$ cat src/rtl/ivt_pkg.sv
package ivt_pkg;
  localparam int unsigned CNT_W   = 32;
  localparam int unsigned SHORT_W = 16;
  localparam int unsigned PS_W    = 8;
  localparam int unsigned ADDR_W  = 3;
  localparam int unsigned CTRL_W  = 8;

  localparam int unsigned CB_ONESHOT  = 0;
  localparam int unsigned CB_SIZE32   = 1;
  localparam int unsigned CB_PS_LO    = 2;
  localparam int unsigned CB_IE       = 5;
  localparam int unsigned CB_PERIODIC = 6;
  localparam int unsigned CB_ENABLE   = 7;

  localparam logic [CTRL_W-1:0] CTRL_RESET = 8'h20;

  typedef enum logic [ADDR_W-1:0] {
    OFS_LOAD   = 3'd0,
    OFS_VALUE  = 3'd1,
    OFS_CTRL   = 3'd2,
    OFS_CLEAR  = 3'd3,
    OFS_RAW    = 3'd4,
    OFS_MASKED = 3'd5,
    OFS_BGLOAD = 3'd6,
    OFS_NONE   = 3'd7
  } ofs_e;

  // Terminal phase of the prescaler for a select code
  function automatic logic [PS_W-1:0] ps_last(input logic [1:0] sel);
    case (sel)
      2'b01:   ps_last = PS_W'(15);
      2'b10:   ps_last = PS_W'(255);
      default: ps_last = '0;
    endcase
  endfunction

  // Live bits of the counter for the chosen size
  function automatic logic [CNT_W-1:0] size_mask(input logic size32);
    size_mask = size32 ? {CNT_W{1'b1}} : CNT_W'({SHORT_W{1'b1}});
  endfunction

  // Value taken after a count at zero
  function automatic logic [CNT_W-1:0] wrap_value(input logic periodic,
                                                  input logic size32,
                                                  input logic [CNT_W-1:0] reload);
    wrap_value = periodic ? (reload & size_mask(size32)) : size_mask(size32);
  endfunction

  function automatic logic [CNT_W-1:0] dec_value(input logic [CNT_W-1:0] v,
                                                 input logic size32);
    dec_value = (v - CNT_W'(1)) & size_mask(size32);
  endfunction
endpackage

$ cat src/rtl/ivt_regs.sv
module ivt_regs
  import ivt_pkg::*;
(
  input  logic              clk,
  input  logic              rst_n,
  input  logic              wr_en,
  input  logic [ADDR_W-1:0] addr,
  input  logic [CNT_W-1:0]  wr_data,
  output logic [CTRL_W-1:0] ctrl,
  output logic [CNT_W-1:0]  reload,
  output logic              ctrl_wr,
  output logic              load_wr,
  output logic              clr_wr
);
  logic bg_wr;

  assign ctrl_wr = wr_en && (addr == OFS_CTRL);
  assign load_wr = wr_en && (addr == OFS_LOAD);
  assign bg_wr   = wr_en && (addr == OFS_BGLOAD);
  assign clr_wr  = wr_en && (addr == OFS_CLEAR);

  always_ff @(posedge clk) begin
    if (!rst_n) begin
      ctrl   <= CTRL_RESET;
      reload <= '0;
    end else begin
      if (ctrl_wr)          ctrl   <= wr_data[CTRL_W-1:0];
      if (load_wr || bg_wr) reload <= wr_data;
    end
  end
endmodule

$ cat src/rtl/ivt_prescale.sv
module ivt_prescale
  import ivt_pkg::*;
(
  input  logic       clk,
  input  logic       rst_n,
  input  logic       tick,
  input  logic       restart,
  input  logic [1:0] sel,
  output logic       cen
);
  logic [PS_W-1:0] phase;
  logic [PS_W-1:0] last;
  logic            at_last;

  assign last    = ps_last(sel);
  assign at_last = (phase >= last);
  assign cen     = tick && at_last && !restart;

  always_ff @(posedge clk) begin
    if (!rst_n || restart) phase <= '0;
    else if (tick)         phase <= at_last ? '0 : phase + PS_W'(1);
  end
endmodule

$ cat src/rtl/ivt_counter.sv
module ivt_counter
  import ivt_pkg::*;
(
  input  logic             clk,
  input  logic             rst_n,
  input  logic             cen,
  input  logic             enable,
  input  logic             oneshot,
  input  logic             periodic,
  input  logic             size32,
  input  logic [CNT_W-1:0] reload,
  input  logic             load_wr,
  input  logic [CNT_W-1:0] load_data,
  output logic [CNT_W-1:0] value,
  output logic             zero_evt
);
  logic             run;
  logic             at_zero;
  logic [CNT_W-1:0] next_dec;

  assign run      = cen && enable && !load_wr;
  assign at_zero  = (value == '0);
  assign next_dec = dec_value(value, size32);
  assign zero_evt = run && !at_zero && (next_dec == '0);

  always_ff @(posedge clk) begin
    if (!rst_n) begin
      value <= '0;
    end else if (load_wr) begin
      value <= load_data & size_mask(size32);
    end else if (run) begin
      if (!at_zero)     value <= next_dec;
      else if (!oneshot) value <= wrap_value(periodic, size32, reload);
    end
  end
endmodule

$ cat src/rtl/ivtimer.sv
module ivtimer
  import ivt_pkg::*;
(
  input  logic              clk,
  input  logic              rst_n,
  input  logic              tick,
  input  logic              wr_en,
  input  logic [ADDR_W-1:0] addr,
  input  logic [CNT_W-1:0]  wr_data,
  output logic [CNT_W-1:0]  rd_data,
  output logic              irq
);
  logic [CTRL_W-1:0] ctrl;
  logic [CNT_W-1:0]  reload;
  logic [CNT_W-1:0]  value;
  logic              ctrl_wr, load_wr, clr_wr;
  logic              cen, zero_evt;
  logic              raw;
  logic              masked;

  ivt_regs u_regs (
    .clk(clk), .rst_n(rst_n), .wr_en(wr_en), .addr(addr), .wr_data(wr_data),
    .ctrl(ctrl), .reload(reload), .ctrl_wr(ctrl_wr), .load_wr(load_wr),
    .clr_wr(clr_wr)
  );

  ivt_prescale u_ps (
    .clk(clk), .rst_n(rst_n), .tick(tick), .restart(ctrl_wr),
    .sel(ctrl[CB_PS_LO+1:CB_PS_LO]), .cen(cen)
  );

  ivt_counter u_cnt (
    .clk(clk), .rst_n(rst_n), .cen(cen), .enable(ctrl[CB_ENABLE]),
    .oneshot(ctrl[CB_ONESHOT]), .periodic(ctrl[CB_PERIODIC]),
    .size32(ctrl[CB_SIZE32]), .reload(reload), .load_wr(load_wr),
    .load_data(wr_data), .value(value), .zero_evt(zero_evt)
  );

  // A zero reached in the same cycle as a clear wins
  always_ff @(posedge clk) begin
    if (!rst_n)        raw <= 1'b0;
    else if (zero_evt) raw <= 1'b1;
    else if (clr_wr)   raw <= 1'b0;
  end

  assign masked = raw && ctrl[CB_IE];
  assign irq    = masked;

  always_comb begin
    case (addr)
      OFS_LOAD, OFS_BGLOAD: rd_data = reload;
      OFS_VALUE:            rd_data = value;
      OFS_CTRL:             rd_data = CNT_W'(ctrl);
      OFS_RAW:              rd_data = CNT_W'(raw);
      OFS_MASKED:           rd_data = CNT_W'(masked);
      default:              rd_data = '0;
    endcase
  end
endmodule

$ cat config.mk
export PLATFORM = sky130hd
export DESIGN_NAME = ivtimer
export DESIGN_NICKNAME = d
export VERILOG_FILES = /design/src/rtl/ivt_pkg.sv /design/src/rtl/ivt_regs.sv /design/src/rtl/ivt_prescale.sv /design/src/rtl/ivt_counter.sv /design/src/rtl/ivtimer.sv
export SDC_FILE = /design/constraint.sdc
export NUM_CORES = 1
export LEC_CHECK = 0
export ABC_AREA = 0
export BUFFER_PORTS_ARGS = -buffer_cell sky130_fd_sc_hd__buf_2
export CAP_MARGIN = 20
export CORE_MARGIN = 4
export CORE_UTILIZATION = 39
export DETAILED_ROUTE_END_ITERATION = 8
export SYNTH_ARGS = -nofsm -noshare
export SYNTH_HDL_FRONTEND = slang
export SYNTH_SLANG_ARGS = --single-unit
$ cat constraint.sdc
create_clock -name clk -period 3.9 [get_ports clk]
set_input_delay 0.39 -clock clk [delete_from_list [all_inputs] [get_ports clk]]
set_output_delay 0.39 -clock clk [all_outputs]
set_load 0.05 [all_outputs]
# After elaboration in Yosys (flattened, before gate mapping)
# Index checks and enable logic that the tools add are counted.
# classes
n_addsub,2
magnitude_cmp,1
eq_ne,9
muxes,11
n_bitwise,3
reduce_logical,24
# op_table
cell,count
$mux 32,6
$pmux 32 s5,1
$and 32x32->32,3
$logic_not 32->1,2
$sub 32x1->32 const B,1
$pmux 8 s2,1
$logic_and 1x1->1,11
$eq 3x3->1 const B,3
$add 8x1->8 const B,1
$ge 8x8->1,1
$mux 8,1
$eq 3x2->1 const B,2
$logic_not 1->1,4
$reduce_bool 2->1,2
$eq 3x1->1 const B,1
$logic_not 3->1,1
$ne 3x2->1 const B,1
$eq 2x1->1 const B,1
$eq 2x2->1 const B,1
$logic_or 1x1->1,2
$mux 1,2
$reduce_and 2->1,1
$reduce_or 2->1,1
# word_totals
regBits,81
in_bits,39
elab_cells,55

# Depth between registers and ports, before layout
# Gate-level depths: netlist (run 1).
# depth
word_depth,10
ltp_mapped,12
ltp_nobuf,11

# Modules after synthesis
# From an unflattened synthesis (run 1), not the netlist that was laid out.
# unflattened
hier_cells,691
area_unflattened_um2,5520.3
# modules_own_cells
mod,instances,cells_each,area_per_inst_um2,seq_area_each_um2
ivt_counter,1,383,2792.7,640.6
ivt_regs,1,172,1612.8,800.8
ivtimer,1,78,625.6,20.0
ivt_prescale,1,58,489.2,160.2

# Worst setup path after synthesis (run 1)
# OpenSTA, ideal clock, no wires.
# synth_timing
kind,reg2reg
start,register u_cnt.value[20]
end,register u_cnt.value[20]
setup_time_ps,139
arrival_ps,2797
t_required_ps,3761
path_slack_ps,964
stages_incl_launch_ff,9
n_path_buf,2
path_cell_list,dfxtp_1 > or4_4 > or4_4 > or4_1 > buf_2 > buf_6 > or3_1 > a32oi_1 > a211oi_1
# synth_between
elab_chain_cells,5
# synth_rtl
element,line_no,text
from (decl),ivt_counter.sv:14,"output logic [CNT_W-1:0] value,"
from (signal assigned),ivt_counter.sv:30,value <= load_data & size_mask(size32);
from (signal assigned),ivt_counter.sv:32,if (!at_zero) value <= next_dec;
from (signal assigned),ivt_counter.sv:33,"else if (!oneshot) value <= wrap_value(periodic, size32, reload);"
$sub 32x1->32,ivt_pkg.sv:51,dec_value = (v - CNT_W'(1)) & size_mask(size32);
$and 32x32->32,ivt_pkg.sv:51,
$mux 32,ivt_counter.sv:32,
$mux 32,ivt_counter.sv:31,end else if (run) begin
$mux 32,ivt_counter.sv:29,end else if (load_wr) begin
# Parallel ways exist; a longest one is shown, timed or not. The select of a mux whose other input is x is not followed.
# A chain may end at the register's enable or synchronous reset.

# Worst setup path in the final report (run 1)
# layout_timing
start,register u_cnt.value[20]
end,register u_cnt.value[19]
# layout_between
elab_chain_cells,4
# layout_rtl
element,line_no,text
$logic_not 32->1 *,ivt_counter.sv:22,assign at_zero = (value == '0);
$mux 32,ivt_counter.sv:32,
$mux 32,ivt_counter.sv:31,
$mux 32,ivt_counter.sv:29,
# Mark *: on every way between the ends. The rest lies on a longest branch, timed or not. The select of a mux whose other input is x is not followed.

==> flow_metrics.tcl, run 1 <==
set metrics [dict create \
    status "completed" \
    clock_path_buffers 2 \
    crit_end "u_cnt.value[19]" \
    grt.total_usage 0.226 \
    clock_sinks 81 \
    rows 42 \
    final_cell_mix "122 x nand2_1, 81 x dfxtp_1, 71 x buf_2, 63 x a211oi_1, 58 x a21oi_1" \
    syn_area_mm2 0.00536 \
    reg2reg_from "u_cnt.value[20]" \
    crit_chain "or4_4, or4_4, nor4_4, a21oi_2, a21o_1, buf_16, a311oi_1" \
    grt-ovfl-total 0 \
    drt-total-wl_um 17700 \
    finalCritPeriodShare 0.831 \
    r2r-end "u_cnt.value[19]" \
    route.met2.wl_um 8270 \
    grt_pass1_vias 5499 \
    cts_buffers 9 \
    maxCapViolations 0 \
    dp_hpwl_um 12100 \
    vias 5558 \
    max_stage_delay_ns 0.59 \
    crit_cells 7 \
    cp.arrival_ns 3.48 \
    antenna_found_initial 0 \
    synth.area.top_cells "dfxtp_1 30%, a211oi_1 8.8%, nand2_1 8.5%, a21oi_1 5.5%, clkbuf_1 4.6%" \
    grt_start_max_net_pins 48 \
    post_drt_wl_per_cell_um 19.1 \
    hold_class "input pin to flop" \
    worstRegToRegCells 7 \
    antenna_cells 0 \
    dr_wl_met3_um 1070 \
    first_iter_violations 503 \
    cts_resized 0 \
    cp.required_ns 4.14 \
    portBuffers 71 \
    die_h_um 125 \
    syn_inst 714 \
    seq_area_frac_synth 0.302 \
    finalMaxSlewViolations 0 \
    path_common_cell "or4_4" \
    crit_buf_inv 1 \
    met1_length_um 8160 \
    peakVddDrop_mv 0.194 \
    cts_tree "yes" \
    die_w_um 125 \
    postRouteAntennaNets 0 \
    cp_top_family "simple AND/OR/NAND/NOR gates" \
    synthFlopType "dfxtp_1" \
    cp_slowest_cell "or4_4" \
    finalHoldViolCount 0 \
    synth_fp_nets 766 \
    worstMarginPinSlew_ns 0.987 \
    nFillCells 1363 \
    areaGrowthSynthToFinish_pct 16.0 \
    period_minus_slack_ns 3.24 \
    setup_violations 0 \
    clk_pin_slew_ns 0.07 \
    path_class "flop to flop" \
    fin_util 0.466 \
    fmax_mhz 309 \
    netlist.area_leader.share 0.302 \
    layout_commonest_cell "nand2_1" \
    slew_headroom 0.337 \
    syn_avg_cell_area_um2 7.51 \
    globalplace.congestion 0.929 \
    synth_cell_types 60 \
    cp_max_fo 20 \
    p_per_area_mw_per_mm2 426 \
    nets 794 \
    yosysWarnings 0 \
    ctsHoldBuffers 0 \
    tns_ns 0 \
    clock-skew-final_ns 0.0106 \
    leakage_uw 0.00228 \
    ios 72 \
    postCtsSetupBuffers 0 \
    synth_edf_count 0 \
    cts_root_buf "clkbuf_16" \
    async_flop_share 0 \
    die_area_mm2 0.0157 \
    worstSkewPairLatency_ns 0.35 \
    route.detailed.drc 0 \
    grt_pass1_wl_um 29400 \
    grt_setup_unrepaired "no" \
    via_per_inst 6.02 \
    start_kind "flop" \
    synth-seq-cells 81 \
    start_util 0.402 \
    critPathLaunch "u_cnt.value[20]" \
    rrSetupSlack_ns 0.66 \
    firstDrtPassIters 5 \
    htree_num_levels 3 \
    yosys.area.top_type "dfxtp_1" \
    top_layer "met4" \
    crit_path_end_kind "flop" \
    drive_above_1_share 0.169 \
    fp.coreArea_mm2 0.0133 \
]
-- cells by family after synthesis --
| kind of cell | count (synthesis) | share of synthesized area |
|---|---|---|
| adder cells (fa/ha/maj) | 13 | 0.0303 |
| XOR/XNOR | 34 | 0.0555 |
| flip-flops | 81 | 0.302 |
| AO/OA/AOI/OAI | 234 | 0.306 |
| multiplexers | 1 | 0.00187 |
| buffers and inverters | 86 | 0.0635 |
| AND/OR/NAND/NOR | 265 | 0.240 |
-- worst reg2reg max path, cell delays in order, from the launching register on --
cell and delay, ns:
dfxtp_1 0.37, or4_4 0.59, or4_4 0.57, nor4_4 0.54, a21oi_2 0.12, a21o_1 0.42, buf_16 0.27, a311oi_1 0.26
-- cell type report --
type                    count  area, um2  area share
clock buffers               9        225      0.0362
repair buffers             90        538      0.0865
well taps                 176        220      0.0354
multi-input cells         547       3420       0.550
clock inverters             7        143      0.0229
inverters                  13       48.8     0.00785
flip-flops and latches     81       1620       0.261
-- cell usage after synthesis, types with 3 or more instances --
master    count
a211oi_1     63
or4_1         3
and2_1        3
or3_1        11
clkbuf_1     66
dfxtp_1      81
o211ai_1      3
a22o_1       24
a21oi_1      59
o21ai_1       6
o21a_1        4
xnor2_1      20
inv_1        12
nor2_1       32
a211oi_2      5
nor4_1       12
a311oi_1      5
or2_2         3
buf_1         3
xor2_1       14
nor3_1       31
nand2_1     122
nor4b_1       3
o41ai_1       3
nand4_1       9
o21ai_0      17
a21o_1        5
o22ai_1       3
a22oi_1      10
ha_1         13
o32ai_1       6
and4_1        3
nand3_1      12
nor2b_1       3
nand3b_1      6
a32oi_1       6
-- worst min path at each step --
stage                 startpoint                end  cells after the start
3_5_place_dp   u_regs.reload[25]  u_regs.reload[25]                      2
3_3_place_gp      u_regs.ctrl[4]     u_regs.ctrl[4]                      2
4_1_cts              wr_data[24]  u_regs.reload[24]                      3
2_1_floorplan     u_regs.ctrl[4]     u_regs.ctrl[4]                      2
5_1_grt              wr_data[16]  u_regs.reload[16]                      3
6_report             wr_data[24]  u_regs.reload[24]                      3
-- stage by stage --
| stage | instance area, um2 | hold WS [ns] | std cells | total power (uW) | setup slack (ns) |
|---|---|---|---|---|---|
| 2_1_floorplan | 5360 | 0.437 | 714 | 1410 | 0.964 |
| 3_3_place_gp | 5790 | 0.448 | 905 | 1590 | 0.628 |
| 3_5_place_dp | 5820 | 0.465 | 906 | 1590 | 0.716 |
| 4_1_cts | 6190 | 0.269 | 922 | 2660 | 0.708 |
| 5_1_grt | 6220 | 0.292 | 923 | 2780 | 0.525 |
| 6_report | 6220 | 0.283 | 923 | 2650 | 0.659 |
-- sequential cells by signal, indices dropped and copies added, names as in the netlist --
name / count
u_ps.phase: 8
u_regs.reload: 32
raw: 1
u_cnt.value: 32
u_regs.ctrl: 8
-- power breakdown --
part,internal (uW),leakage (uW),total (uW),switching (uW)
Combinational,261,0.00144,686,425
Clock,692,0.000180,1060,369
Sequential,857,0.000658,902,45.0
-- metal layers --
metal | vias to the layer above | global-route usage
met1 | 2664 | 0.309
li1 | 2678 | -
met2 | 200 | 0.368
met5 | - | 0
met3 | 16 | 0.0465
met4 | 0 | 0.0536
Note: power is estimated with default switching activity, not from simulation.
==> run 2: changes to the inputs <==
Clock period 3.9 ns to 3 ns, I/O delays scaled along.
==> flow_metrics.tcl, run 2 (synthesized netlist as in run 1, its figures left out) <==
set metrics [dict create \
    status "completed" \
    fmax_mhz 341 \
    nets 820 \
    hold_end "u_regs.reload[28]" \
    clk_pin_slew_ns 0.06 \
    portBuffers 71 \
    clock_sinks 81 \
    grt_pass1_vias 5542 \
    setup_violations 0 \
    crit_path_end_kind "flop" \
    via_per_inst 5.98 \
    clock_path_buffers 2 \
    clock-skew-final_ns 0.00672 \
    firstDrtPassIters 5 \
    period_minus_slack_ns 2.93 \
    worstSkewPairLatency_ns 0.35 \
    cts_root_buf "clkbuf_16" \
    die_w_um 125 \
    placed_area_mm2 0.00603 \
    maxCapViolations 0 \
    grt_setup_unrepaired "no" \
    rows 42 \
    p_per_area_mw_per_mm2 531 \
    peakVddDrop_mv 0.289 \
    holdPathStages 3 \
    vias 5671 \
    rrSetupSlack_ns 0.07 \
    final_cell_mix "122 x nand2_1, 81 x dfxtp_1, 71 x buf_2, 63 x a211oi_1, 58 x a21oi_1" \
    r2r-end "u_cnt.value[16]" \
    cp_max_fo 21 \
    finalHoldViolCount 0 \
    leakage_uw 0.00240 \
    die_area_mm2 0.0157 \
    drt-total-wl_um 18000 \
    start_util 0.402 \
    slew_headroom 0.265 \
    die_h_um 125 \
    grt_pass1_wl_um 29500 \
    cts_buffers 9 \
    hold_start "wr_data[28]" \
    grt.total_usage 0.228 \
    hold_class "input pin to flop" \
    antenna_cells 0 \
    antenna_found_initial 0 \
    htree_num_levels 3 \
    route.detailed.drc 0 \
    cp.arrival_ns 3.13 \
    path_class "flop to flop" \
    drive_above_1_share 0.198 \
    areaGrowthSynthToFinish_pct 19.3 \
    dp_hpwl_um 12600 \
    grt-ovfl-total 0 \
    finalCritPeriodShare 0.977 \
    cp.required_ns 3.20 \
    start_kind "flop" \
    post_drt_wl_per_cell_um 19.0 \
    worstRegToRegCells 7 \
    globalplace.congestion 0.934 \
    reg_top3 "u_cnt.value x32, u_regs.reload x32" \
    first_iter_violations 495 \
    worstMarginPinSlew_ns 1.09 \
    grt_start_max_net_pins 61 \
    stdcell_area_mm2 0.00639 \
    tns_ns 0 \
    cts_tree "yes" \
    layout_commonest_cell "nand2_1" \
    postRouteAntennaNets 0 \
    fp.coreArea_mm2 0.0133 \
    ios 72 \
    finalMaxSlewViolations 0 \
    reg2reg_from "u_cnt.value[20]" \
]
==> run 2: cell count changes in the layout (fill, tap and decap cells not counted), moves of 2 or more <==
| cell | change |
|---|---|
| clkbuf_8 | +2 |
| buf_4 | +24 |
| clkinv_4 | -2 |
| buf_16 | -2 |
| bufinv_16 | -2 |
| buf_12 | +3 |
==> run 2: worst max-delay path: stages (launching register included) <==
cell and delay [ns]:
dfxtp_1 0.31, or4_4 0.54, or4_4 0.53, or4_4 0.59, buf_12 0.18, or3_1 0.31, a32oi_1 0.20, a211oi_1 0.10
==> run 2: how the worst max path moves through the flow <==
stage | start | to
3_5_place_dp | u_cnt.value[20] | u_cnt.value[16]
6_report | u_cnt.value[20] | u_cnt.value[16]
2_1_floorplan | u_cnt.value[20] | u_cnt.value[20]
5_1_grt | u_cnt.value[20] | u_cnt.value[21]
3_3_place_gp | u_cnt.value[20] | u_cnt.value[24]
4_1_cts | u_cnt.value[20] | u_cnt.value[16]
==> run 2: final cells by class <==
| cell class | count | area (um2) |
|---|---|---|
| inverters | 13 | 48.8 |
| fillers | 1344 | 6950 |
| clock buffers | 11 | 253 |
| clock inverters | 5 | 77.6 |
| multi-input cells | 547 | 3430 |
| well taps | 176 | 220 |
| flip-flops and latches | 81 | 1620 |
| repair buffers | 116 | 748 |
==> run 2: report_power, final <==
| group | switching (uW) | internal [uW] |
|---|---|---|
| Combinational | 587 | 404 |
| Sequential | 46.5 | 1110 |
| Clock | 473 | 772 |
==> run 2: repair_timing <==
action                     CTS  global route
setup endpoints to repair    0             5
buffers inserted             0             0
hold buffers                 0             0
resized for setup            0             3
==> run 2: routing by layer <==
metal / wire, um / GRT usage
met2: 7940 / 0.348
met1: 8550 / 0.319
met5: 0 / 0
met3: 988 / 0.0409
met4: 513 / 0.0925
==> run 2: per-stage QoR <==
step	utilization	hold slack [ns]	power, uW	std cells	setup WS (ns)
detailed placement	0.452	0.457	2140	932	0.0649
CTS	0.477	0.187	3380	948	0.0575
finish	0.479	0.192	3400	949	0.0678
floorplan	-	0.424	1840	714	0.0643
global route	0.479	0.203	3560	949	0.00483
global placement	0.452	0.447	2120	932	0.105
==> run 3: changes to the inputs <==
Settings changed: CORE_UTILIZATION 39 to 50, CTS_BUF_LIST set to sky130_fd_sc_hd__clkbuf_16, PLACE_DENSITY set to 0.71.
==> flow_metrics.tcl, run 3 (synthesized netlist as in run 1, its figures left out) <==
set metrics [dict create \
    status "completed" \
    setup_violations 0 \
    dp_hpwl_um 11600 \
    slew_headroom 0.281 \
    fp.coreArea_mm2 0.0104 \
    cp.required_ns 3.19 \
    ctsHoldBuffers 0 \
    hold_class "input pin to flop" \
    p_per_area_mw_per_mm2 522 \
    finalHoldViolCount 0 \
    cts_buffers 9 \
    finalCritPeriodShare 0.966 \
    grt-ovfl-total 0 \
    worstMarginPinSlew_ns 1.07 \
    peakVddDrop_mv 0.270 \
    tns_ns 0 \
    start_util 0.517 \
    drt-total-wl_um 16700 \
    die_h_um 112 \
    globalplace.congestion 0.941 \
    multi_input_area_mm2 0.00343 \
    drive_above_1_share 0.190 \
    antenna_cells 0 \
    cp.arrival_ns 3.09 \
    clock_sinks 81 \
    areaGrowthSynthToFinish_pct 17.0 \
    layout_commonest_cell "nand2_1" \
    post_drt_wl_per_cell_um 18.5 \
    start_kind "flop" \
    clock_path_buffers 2 \
    crit_buf_inv 1 \
    finalMaxSlewViolations 0 \
    grt_pass1_wl_um 27800 \
    htree_num_levels 3 \
    crit_path_end_kind "flop" \
    cp_top_family "simple AND/OR/NAND/NOR gates" \
    die_area_mm2 0.0124 \
    die_w_um 112 \
    cp_slowest_cell "or4_4" \
    grt.total_usage 0.267 \
    clock-skew-final_ns 0.00505 \
    first_iter_violations 469 \
    nets 814 \
    cp_max_fo 19 \
    cts_tree "yes" \
    grt_start_max_net_pins 87 \
    ios 72 \
    firstDrtPassIters 5 \
    clk_pin_slew_ns 0.06 \
    nFillCells 982 \
    portBuffers 71 \
    period_minus_slack_ns 2.90 \
    vias 5719 \
    path_common_cell "or4_4" \
    fmax_mhz 345 \
    seqCellArea_mm2 0.00162 \
    reg_top3 "u_cnt.value x32, u_regs.reload x32" \
    antenna_found_initial 0 \
    maxCapViolations 0 \
    worstSkewPairLatency_ns 0.34 \
    leakage_uw 0.00235 \
    max_stage_delay_ns 0.59 \
    route.detailed.drc 0 \
    cts_root_buf "clkbuf_16" \
    final_cell_mix "122 x nand2_1, 81 x dfxtp_1, 71 x buf_2, 63 x a211oi_1, 58 x a21oi_1" \
    rows 37 \
    grt_setup_unrepaired "no" \
    p_total_uw 3280 \
    grt_pass1_vias 5504 \
    path_class "flop to flop" \
    postRouteAntennaNets 0 \
    via_per_inst 6.35 \
    crit_chain "or4_4, or4_4, or4_4, buf_12, or3_1, a32oi_1, a211oi_1" \
]
run 3: layer usage:
layer  vias up  share of wire  track usage
li1       2731              -            -
met1      2748           0.44        0.357
met2       215           0.47        0.437
met3        25          0.067       0.0516
met4         0          0.019       0.0819
met5         -              0            0
run 3: worst paths after layout:
check,slack (ns),startpoint,endpoint,cells past startpoint
setup / recovery,0.10,u_cnt.value[20],u_cnt.value[25],7
hold / removal,0.20,wr_data[19],u_regs.reload[19],3
hold reg to reg,0.46,u_regs.ctrl[4],u_regs.ctrl[4],2
setup reg to reg,0.10,u_cnt.value[20],u_cnt.value[25],7
run 3: repair_timing:
action,CTS,global route
endpoints found under the setup margin,0,8
setup buffers,0,0
resized for setup,0,4
run 3: final cells by class:
class                   count  area share
flip-flops and latches     81       0.258
clock buffers               9      0.0359
multi-input cells         547       0.547
inverters                  13     0.00778
repair buffers            110       0.112
clock inverters             5      0.0118
well taps                 136      0.0271
run 3: where the power goes:
part | internal [uW] | switching, uW | total, uW
clock network | 714 | 436 | 1150
logic | 392 | 575 | 966
registers | 1110 | 47.6 | 1160
total | 2220 | 1060 | 3280
run 3: through the flow:
| stage | worst slack [ns] | instance area (um2) | utilization | hold WS, ns | cells |
|---|---|---|---|---|---|
| after floorplan | 0.0643 | 5360 | - | 0.424 | 714 |
| after global placement | 0.121 | 5960 | 0.575 | 0.449 | 887 |
| after detailed placement | 0.0853 | 5960 | 0.575 | 0.459 | 887 |
| after CTS | 0.0694 | 6260 | 0.604 | 0.199 | 901 |
| after global routing | 0.00305 | 6270 | 0.605 | 0.213 | 901 |
| final | 0.101 | 6270 | 0.605 | 0.204 | 901 |
run 3: worst min-delay path, delay by kind of cell:
family          cells  cell delay, ns
compound gates      1            0.05
buf+inv             1            0.10
simple gates        1            0.05
